## src/rtl/ext_cap_walker.sv

```systemverilog
module ext_cap_walker #(
  parameter int MAX_HOPS = 1024
) (
  input  logic        clk,
  input  logic        rst_n,
  input  logic        start,
  input  logic        cmd_append,
  input  logic [15:0] cmd_id,
  input  logic [3:0]  cmd_ver,
  input  logic [11:0] cmd_off,
  input  logic [12:0] cmd_size,
  output logic        busy,
  output logic        done,
  output logic        err,
  output logic [11:0] res_off,
  output logic [11:0] res_prev,
  output logic        mem_rd,
  output logic        mem_wr,
  output logic [1:0]  mem_space,
  output logic [9:0]  mem_addr,
  output logic [3:0]  mem_be,
  output logic [31:0] mem_wdata,
  input  logic [31:0] mem_rdata
);
  localparam logic [11:0] BASE = 12'h100;
  localparam logic [11:0] LAST = 12'hFF8;
  localparam int HW = $clog2(MAX_HOPS + 1);

  typedef enum logic [2:0] {S_IDLE, S_RD, S_EVAL, S_WTAIL, S_WHDR, S_MASK, S_DONE} st_t;
  st_t st;

  logic          app_q;
  logic [15:0]   id_q;
  logic [3:0]    ver_q;
  logic [11:0]   off_q, cur, prv, mptr;
  logic [12:0]   end_q;
  logic [31:0]   hdr;
  logic [HW-1:0] hops;
  logic [1:0]    msp;
  logic [3:0]    mbe;

  logic [13:0] cmd_end;
  logic        append_ok;
  assign cmd_end   = {2'b00, cmd_off} + {1'b0, cmd_size};
  assign append_ok = cmd_off >= BASE && cmd_off[1:0] == 2'b00 &&
                     cmd_size >= 13'd8 && cmd_end < 14'd4096;

  logic [15:0] key;
  logic [11:0] nxt;
  logic        empty, hit, bad_nxt;
  assign key     = app_q ? 16'h0000 : id_q;
  assign nxt     = mem_rdata[31:20];
  assign empty   = cur == BASE && mem_rdata == 32'h0;
  assign hit     = mem_rdata[15:0] == key;
  assign bad_nxt = nxt < BASE || nxt > LAST || nxt[1:0] != 2'b00 || hops >= HW'(MAX_HOPS);

  always_comb begin
    for (int b = 0; b < 4; b++)
      mbe[b] = ({1'b0, mptr} + 13'(b)) < end_q;
  end

  always_ff @(posedge clk) begin
    if (!rst_n) begin
      st <= S_IDLE; app_q <= 1'b0; id_q <= '0; ver_q <= '0; off_q <= '0; end_q <= '0;
      cur <= '0; prv <= '0; hdr <= '0; hops <= '0; mptr <= '0; msp <= 2'd1;
      err <= 1'b0; res_off <= '0; res_prev <= '0;
    end else begin
      case (st)
        S_IDLE: if (start) begin
          app_q <= cmd_append; id_q <= cmd_id; ver_q <= cmd_ver; off_q <= cmd_off;
          end_q <= cmd_end[12:0]; cur <= BASE; prv <= '0; hops <= '0;
          err <= 1'b0; res_off <= '0; res_prev <= '0;
          if (cmd_append && !append_ok) begin err <= 1'b1; st <= S_DONE; end
          else st <= S_RD;
        end
        S_RD: begin hops <= hops + 1'b1; st <= S_EVAL; end
        S_EVAL: begin
          hdr <= mem_rdata;
          if (app_q && off_q == BASE) begin
            res_prev <= '0; st <= S_WHDR;
          end else if (empty) begin
            err <= app_q; st <= S_DONE;
          end else if (hit) begin
            res_off <= cur; res_prev <= prv; err <= app_q; st <= S_DONE;
          end else if (nxt == 12'h0) begin
            res_prev <= cur; st <= app_q ? S_WTAIL : S_DONE;
          end else if (bad_nxt) begin
            err <= 1'b1; st <= S_DONE;
          end else begin
            prv <= cur; cur <= nxt; st <= S_RD;
          end
        end
        S_WTAIL: st <= S_WHDR;
        S_WHDR: begin res_off <= off_q; mptr <= off_q; msp <= 2'd1; st <= S_MASK; end
        S_MASK: begin
          if (msp == 2'd3) begin
            msp <= 2'd1; mptr <= mptr + 12'd4;
            if (({1'b0, mptr} + 13'd4) >= end_q) st <= S_DONE;
          end else msp <= msp + 2'd1;
        end
        default: st <= S_IDLE;
      endcase
    end
  end

  assign busy      = st != S_IDLE;
  assign done      = st == S_DONE;
  assign mem_rd    = st == S_RD;
  assign mem_wr    = st == S_WTAIL || st == S_WHDR || st == S_MASK;
  assign mem_space = st == S_MASK ? msp : 2'd0;
  assign mem_addr  = st == S_MASK ? mptr[11:2] : st == S_WHDR ? off_q[11:2] : cur[11:2];
  assign mem_be    = st == S_MASK ? mbe : 4'hF;
  assign mem_wdata = st == S_WTAIL ? {off_q, hdr[19:0]} :
                     st == S_WHDR  ? {hdr[31:20], ver_q, id_q} : {32{msp == 2'd3}};

  AST_READ_IN_RANGE: assert property (@(posedge clk) disable iff (!rst_n)
    mem_rd |-> (mem_addr >= 10'h040 && mem_addr <= 10'h3FE));
  AST_HOP_BOUND: assert property (@(posedge clk) disable iff (!rst_n)
    hops <= HW'(MAX_HOPS));
  AST_BAD_APPEND: assert property (@(posedge clk) disable iff (!rst_n)
    (!busy && start && cmd_append && !append_ok) |=> (done && err && !mem_wr));
  AST_MASK_IN_REGION: assert property (@(posedge clk) disable iff (!rst_n)
    (mem_wr && mem_space != 2'd0) |-> ({mem_addr, 2'b00} >= off_q && {1'b0, mem_addr, 2'b00} < end_q));
  AST_IGNORE_START: assert property (@(posedge clk) disable iff (!rst_n)
    (busy && start) |=> ($stable(id_q) && $stable(app_q)));
  AST_DONE_PULSE: assert property (@(posedge clk) disable iff (!rst_n)
    done |=> (!done && !busy));
endmodule

```

## config.mk

```make
export PLATFORM = sky130hd
export DESIGN_NAME = ext_cap_walker
export DESIGN_NICKNAME = d
export VERILOG_FILES = /design/src/rtl/ext_cap_walker.sv
export SDC_FILE = /design/constraint.sdc
export NUM_CORES = 1
export LEC_CHECK = 0
export BUFFER_PORTS_ARGS = -buffer_cell sky130_fd_sc_hd__buf_4
export CELL_PAD_IN_SITES_DETAIL_PLACEMENT = 0
export CELL_PAD_IN_SITES_GLOBAL_PLACEMENT = 1
export CORE_MARGIN = 1
export CORE_UTILIZATION = 38
export CTS_CLUSTER_SIZE = 24
export DETAILED_ROUTE_END_ITERATION = 8
export PLACE_DENSITY = 0.8
export SYNTH_ARGS = -nofsm -noshare
export SYNTH_HDL_FRONTEND = slang
export SYNTH_SLANG_ARGS = --single-unit
export TNS_END_PERCENT = 10
```

## constraint.sdc

```tcl
create_clock -name clk -period 2.6 [get_ports clk]
set_input_delay 0.26 -clock clk [delete_from_list [all_inputs] [get_ports clk]]
set_output_delay 0.26 -clock clk [all_outputs]
set_load 0.03 [all_outputs]
```

==> results of run 1 <==
-- path summary, 6_finish.rpt --
kind | depth (start not counted) | to | startpoint | slack, ns
setup / recovery | 11 | mem_be[1] | mptr[2] | -0.40
hold / removal | 3 | id_q[0] | cmd_id[0] | 0.07
setup reg to reg | 15 | st[0] | mptr[2] | -0.25
hold reg to reg | 2 | end_q[6] | end_q[6] | 0.46
-- power groups by stage --
stage / Clock, mW / Sequential, mW / Combinational [mW]
floorplan: 0 / 3.25 / 3.21
global placement: 0 / 3.16 / 4.95
detailed placement: 0 / 3.17 / 5.01
CTS: 2.60 / 3.12 / 5.06
global route: 2.69 / 3.17 / 5.55
finish: 2.55 / 3.12 / 5.08
-- state kept, by name, summed over array words and instances (netlist names), 2 cells and up --
name / count
prv: 12
id_q: 16
hops: 11
msp: 2
st: 3
res_off: 12
off_q: 12
hdr: 32
res_prev: 12
ver_q: 4
mptr: 12
end_q: 13
cur: 12
-- cell type report --
class,count,area (µm²),share of cell area [%]
timing repair buffer,244,1900,14.8
clock inverter,15,188,1.46
tap,335,419,3.26
clock buffer,17,425,3.31
sequential,155,3110,24.2
multi-input combinational,1035,6710,52.2
inverter,30,114,0.885
-- tightest hold or removal path, stage by stage --
cell     delay [ns]
buf_4          0.11
nand2_1        0.04
a21oi_1        0.05
-- cell usage in the layout (no fill, tap or decap), types with 29 or more instances in the layout --
cell,Yosys,layout
nand2_1,245,243
buf_4,4,235
dfxtp_1,155,153
a21oi_1,147,144
nor2_1,82,81
o21ai_0,84,80
ha_1,80,77
xnor2_1,40,39
nand3_1,34,34
inv_1,29,29
-- metal layers --
metal	up-vias	track usage, %	share of wire [%]
met5	-	0	0
met4	0	8.21	2.6
li1	5003	-	-
met1	4698	30.0	44
met2	307	39.3	47
met3	49	4.48	5.9
-- cells by family (layout without fill, tap and decap cells) --
kind of cell | count (synthesis) | count (layout) | synth area share, %
simple gates | 509 | 509 | 23.9
flops | 155 | 155 | 30.4
buf+inv | 119 | 306 | 5.06
compound gates | 363 | 363 | 23.3
mux | 27 | 27 | 2.68
xor+xnor | 55 | 55 | 4.72
fa+ha+maj | 81 | 81 | 9.99
-- timing repair --
| item | CTS | global route |
|---|---|---|
| resized for setup | 12 | 8 |
| buffers inserted | 2 | 0 |
| setup endpoints to repair | 6 | 25 |
| pin swaps | 6 | 5 |
-- stage by stage --
step                      setup TNS (ns)  hold WS (ns)  power, mW  std cells
after global routing               -2.51        0.0728       11.4       1831
after detailed placement          -0.153         0.447       8.18       1797
final                              -1.53        0.0726       10.8       1831
after global placement           -0.0738         0.441       8.11       1797
after CTS                          -1.60        0.0597       10.8       1831
after floorplan                  -0.0418         0.396       6.47       1309
==> qor.csv, run 1 <==
metric;value;unit
run status;finished with violations;
failing checks;DRC, setup timing;
post-synthesis async set-or-reset flop share;0;%
Chip Width;166;µm
area enclosed by the die boundary;27500;µm²
number of vias per cell after detailed routing;5.49;
number of antenna-violating nets in the routed design;0;
number of design rule violations left after detail routing;7;
clock latency at the later pin of the worst-skew pair;0.44;ns
area added between synthesis and finish;25.9;%
CP most frequent cell;and3_4;
CTS Buf Count;17;
arrival time of the worst setup path;2.74;ns
drt initial violations;721;
stage delay of the slowest cell on the critical path;0.36;ns
RSZ-0062 raised after global routing;yes;
total nets after synthesis;1471;
Worst Path Class, Setup;flip-flop to primary output;
most used standard cell by instance count after synthesis;nand2_1;
global-route usage over all layers;23.4;%
final-report max-slew violation count;0;
internal power consumption;5.95;mW
clk sink count;155;
clock tree skew after final layout;0.0143;ns
first-pass GRT wire length;51200;µm
PD cells;836;nW/µm²
RePlAce Congestion;0.896;
cts hold-fix bufs;0;
top post-synthesis cells by count;245 x nand2_1, 155 x dfxtp_1, 147 x a21oi_1, 84 x o21ai_0, 82 x nor2_1;
share of final-layout standard cells stronger than drive strength 1;24.3;%
die outline height;166;µm
total gr overflow;0;
number of placement rows;59;
headroom to the max-slew limit;45.1;%
category of the worst setup path launch point;flip-flop;
crit path time final;3.00;ns
Data required, critical path;2.34;ns
buffers added on ports;157;
final standard cell utilization of the core;49.1;%
count of different cell masters after synthesis;69;
Clock Path Buffers;2;
maximum clock frequency;334;MHz
combined buffer and inverter count along the critical path;1;
Root Buffer Master;clkbuf_16;
number of setup violations in the final report;5;
number of top-level design ports;158;
worst slack at placement;-0.0868;ns
final hold vios;0;
Total Wirelength;32500;µm
Max-Cap Viols;0;
first drt pass iteration count;7;
leakage power total;5.21;nW
power share of the sequential group;29.0;%
core area;26200;µm²
cell type contributing the most total cell area after synthesis;dfxtp_1;
gate count of the mapped netlist;1309;
maximum fanout along the worst path;4;
sequential element share of the synthesized area;30.4;%
Period Utilization, post-route;115;%
class of the most critical hold timing path;primary input to flip-flop;
clock tree from TritonCTS;built;
clock slew at reported path FFs;0.07;ns
largest net degree at the start of global routing;66;
final instance area;12900;µm²
Syn Area/Cell;7.80;µm²
count of flip-flops with a built-in enable after synthesis;0;
leading register cell type out of synthesis;dfxtp_1;
ranking of synthesized cells by area;dfxtp_1 30%, ha_1 9.8%, nand2_1 9.0%, a21oi_1 7.2%, o21ai_0 4.1%;
Least-Margin Pin Slew;0.821;ns
part of the power in the clock network;23.7;%
antenna violations before repair;0;
slowest cell on the critical path;dfxtp_4;
area of the mapped netlist;10200;µm²
average detailed-routed wire length per instance;17.8;µm
vias after detailed routing;10100;
DPL Wire Length;24200;µm
Initial Util;39.0;%
part of the total power dissipated in combinational logic;47.2;%
number of nets in the layout;1645;
fill cell instance count of the final layout;2586;
nature of the critical path endpoint;primary output;
category of cells accounting for the largest share of critical-path delay;simple AND/OR/NAND/NOR gates;
net switching share of the total power;44.7;%
H-tree level count;4;
highest ir drop seen on vdd;0.444;mV
CP cell instances;ha_4 > and3_4 > and3_4 > and3_4 > nand2_2 > xnor2_2 > ha_1 > a21o_1 > a211o_1 > o221ai_4 > buf_6;
placement-stage cell area;12200;µm²
switching pwr;4.81;mW
number of global-route vias before repair;9543;
Diodes inserted;0;
warnings from Yosys;0;
area share of the largest cell type after synthesis;30.4;%
post-route setup slack;-0.398;ns
Seq cells post-synth;155;
(Power assumes the default switching activity.)
==> inputs of run 2 (changes only) <==
--- a/config.mk
+++ b/config.mk
@@ -5,6 +5,7 @@
 export SDC_FILE = /design/constraint.sdc
 export NUM_CORES = 1
 export LEC_CHECK = 0
+export ABC_CLOCK_PERIOD_IN_PS = 2600
 export BUFFER_PORTS_ARGS = -buffer_cell sky130_fd_sc_hd__buf_4
 export CELL_PAD_IN_SITES_DETAIL_PLACEMENT = 0
 export CELL_PAD_IN_SITES_GLOBAL_PLACEMENT = 1
@@ -13,6 +14,7 @@
 export CTS_CLUSTER_SIZE = 24
 export DETAILED_ROUTE_END_ITERATION = 8
 export PLACE_DENSITY = 0.8
+export REMOVE_ABC_BUFFERS = 1
 export SYNTH_ARGS = -nofsm -noshare
 export SYNTH_HDL_FRONTEND = slang
 export SYNTH_SLANG_ARGS = --single-unit
==> run 2 against run 1 <==
The run still ends with DRC, setup timing left. Register-to-register slack better by 0.31 ns. Count of clock-buffer cells in the layout did not move. First-iteration DRC count grew 2.9%. Clock power shrank 2%. Worst hold slack improved by 0.0022 ns. Combinational power about the same. Non-clock buffer count decreased by 6. Sequential power barely moved. Die area is the same. Final area fell by 0.27%. Final cell count shrank 0.33%. Critical path type unchanged. Critical endpoint is now mem_be[2]. Highest routed layer unchanged.
==> qor.csv, run 2 (synthesis results as in run 1) <==
metric;value;unit;change
antenna violations before repair;0;;unchanged
PD cells;834;nW/µm²;was 836 nW/µm²
buffers added on ports;157;;unchanged
Finished Layout Cells;1825;;was 1831
clock tree skew after final layout;0.00895;ns;was 0.0143 ns
CP most frequent cell;and3_4;;unchanged
stage delay of the slowest cell on the critical path;0.36;ns;about the same
Clock Path Buffers;2;;unchanged
crit path time final;2.96;ns;was 3.00 ns
clk sink count;155;;unchanged
footprint of the multi-input gates;6730;µm²;was 6710 µm²
FF/Latch Area;3110;µm²;about the same
worst reg2reg path depth;13;;was 15
slowest cell on the critical path;dfxtp_2;;was dfxtp_4
worst slack at placement;-0.0665;ns;was -0.0868 ns
Period Utilization, post-route;114;%;was 115%
number of placement rows;59;;unchanged
most frequent cells in the layout;242 x nand2_1, 227 x buf_4, 152 x dfxtp_1;;was 243 x nand2_1, 235 x buf_4, 153 x dfxtp_1
drt initial violations;742;;was 721
number of top-level design ports;158;;unchanged
DP Cell Count;1791;;was 1797
largest net degree at the start of global routing;56;;was 66
number of nets in the layout;1639;;was 1645
share of final-layout standard cells stronger than drive strength 1;24.3;%;about the same
category of cells accounting for the largest share of critical-path delay;simple AND/OR/NAND/NOR gates;;unchanged
area added between synthesis and finish;25.6;%;was 25.9%
highest ir drop seen on vdd;0.472;mV;was 0.444 mV
Worst Path Class, Setup;flip-flop to primary output;;unchanged
register bank with the most flops;hdr;;unchanged
combined buffer and inverter count along the critical path;2;;was 1
class of the most critical hold timing path;primary input to flip-flop;;unchanged
maximum fanout along the worst path;5;;was 4
nature of the critical path endpoint;primary output;;unchanged
post-route setup slack;-0.356;ns;was -0.398 ns
RePlAce Congestion;0.875;;was 0.896
CTS Buf Count;17;;unchanged
Total Wirelength;32100;µm;was 32500 µm
final standard cell utilization of the core;49.0;%;was 49.1%
headroom to the max-slew limit;45.9;%;was 45.1%
number of cells on the critical path;12;;was 11
Root Buffer Master;clkbuf_16;;unchanged
DPL Wire Length;23500;µm;was 24200 µm
final hold vios;0;;unchanged
average detailed-routed wire length per instance;17.6;µm;was 17.8 µm
maximum clock frequency;338;MHz;was 334 MHz
die outline height;166;µm;unchanged
Diodes inserted;0;;unchanged
clock latency at the later pin of the worst-skew pair;0.43;ns;was 0.44 ns
number of design rule violations left after detail routing;9;;was 7
number of setup violations in the final report;3;;was 5
arrival time of the worst setup path;2.70;ns;was 2.74 ns
area enclosed by the die boundary;27500;µm²;unchanged
first-pass GRT wire length;51900;µm;was 51200 µm
first drt pass iteration count;8;;was 7
number of vias per cell after detailed routing;5.42;;was 5.49
H-tree level count;4;;unchanged
core area;26200;µm²;unchanged
RSZ-0062 raised after global routing;yes;;unchanged
final-report max-slew violation count;0;;unchanged
number of antenna-violating nets in the routed design;0;;unchanged
Largest regs;hdr (32), id_q (16), end_q (13);;unchanged
Max-Cap Viols;0;;unchanged
CP cell instances;ha_4 > and3_4 > and3_4 > and3_4 > buf_6 > nand2_4 > xnor2_2 > ha_1 > a21oi_2 > o211ai_1 > o221ai_1 > buf_4;;was ha_4 > and3_4 > and3_4 > and3_4 > nand2_2 > xnor2_2 > ha_1 > a21o_1 > a211o_1 > o221ai_4 > buf_6
run status;finished with violations;;unchanged
Initial Util;39.0;%;unchanged
most frequent standard cell in the layout excluding fill and tap cells;nand2_1;;unchanged
clock slew at reported path FFs;0.07;ns;about the same
max FFs per register;32;;unchanged
clock tree from TritonCTS;built;;unchanged
global-route usage over all layers;23.5;%;was 23.4%
fill cell instance count of the final layout;2557;;was 2586
Min-Delay Path Depth;3;;unchanged
Data required, critical path;2.34;ns;about the same
failing checks;DRC, setup timing;;unchanged
category of the worst setup path launch point;flip-flop;;unchanged
leakage power total;5.19;nW;was 5.21 nW
total negative slack for setup checks;-0.996;ns;was -1.53 ns
number of global-route vias before repair;9692;;was 9543
Least-Margin Pin Slew;0.809;ns;was 0.821 ns
total gr overflow;0;;unchanged
vias after detailed routing;9899;;was 10100
Chip Width;166;µm;unchanged
-- run 2: cell types whose count changed in the layout (fill, tap and decap cells not counted), moves of 2 or more --
cell	delta
inv_12	-2
inv_8	-3
buf_12	+2
clkinv_8	-4
inv_6	+4
clkinvlp_4	+2
o221ai_1	+2
buf_4	-8
clkinv_4	+2
-- run 2: worst paths after layout --
path	slack (ns)	from	end
max	-0.36	mptr[3]	mem_be[2]
min	0.07	cmd_id[10]	id_q[10]
max reg2reg	0.06	mptr[2]	st[0]
min reg2reg	0.45	end_q[5]	end_q[5]
-- run 2: metrics by stage --
step	cell area [µm²]	hold WS, ns	power (mW)
5_1_grt	12800	0.0731	11.4
3_3_place_gp	12100	0.439	8.11
3_5_place_dp	12100	0.447	8.16
2_1_floorplan	9810	0.322	6.19
6_report	12800	0.0748	10.7
4_1_cts	12800	0.0609	10.7
-- run 2: power by group --
group | leakage, nW | switching, mW | internal [mW]
clock network | 0.276 | 1.15 | 1.35
logic | 3.65 | 3.23 | 1.86
registers | 1.26 | 0.323 | 2.79
total | 5.19 | 4.70 | 6.00
-- run 2: worst reg2reg max path, cell delays in order, from the launching register on --
cell and delay, ns:
dfxtp_4 0.36, ha_4 0.15, and3_4 0.14, and3_4 0.17, and3_4 0.20, buf_4 0.13
xor2_1 0.14, ha_1 0.29, o21a_1 0.11, o21ai_0 0.07, a21oi_1 0.18, o22ai_2 0.12
o31ai_1 0.25, o211ai_1 0.11
-- run 2: repair_timing --
item | 4_1_cts | 5_1_grt
hold buffers | 0 | 0
gates resized for setup | 24 | 15
setup endpoints to repair | 4 | 17
buffers inserted | 1 | 1
pin swaps | 5 | 19
-- run 2: layout make-up --
class,instances,share of cell area (%)
sequential,155,24.3
clock buffer,17,3.32
tap,335,3.27
clock inverter,15,1.20
inverter,30,0.887
timing repair buffer,238,14.7
multi-input combinational,1035,52.4
-- run 2: routing by layer --
metal  GRT usage, %  share of wire (%)  vias up
met4           5.97                1.5        0
met3           4.39                5.7       32
li1               -                  -     4983
met5              0                  0        -
met2           39.2                 47      268
met1           30.9                 46     4616
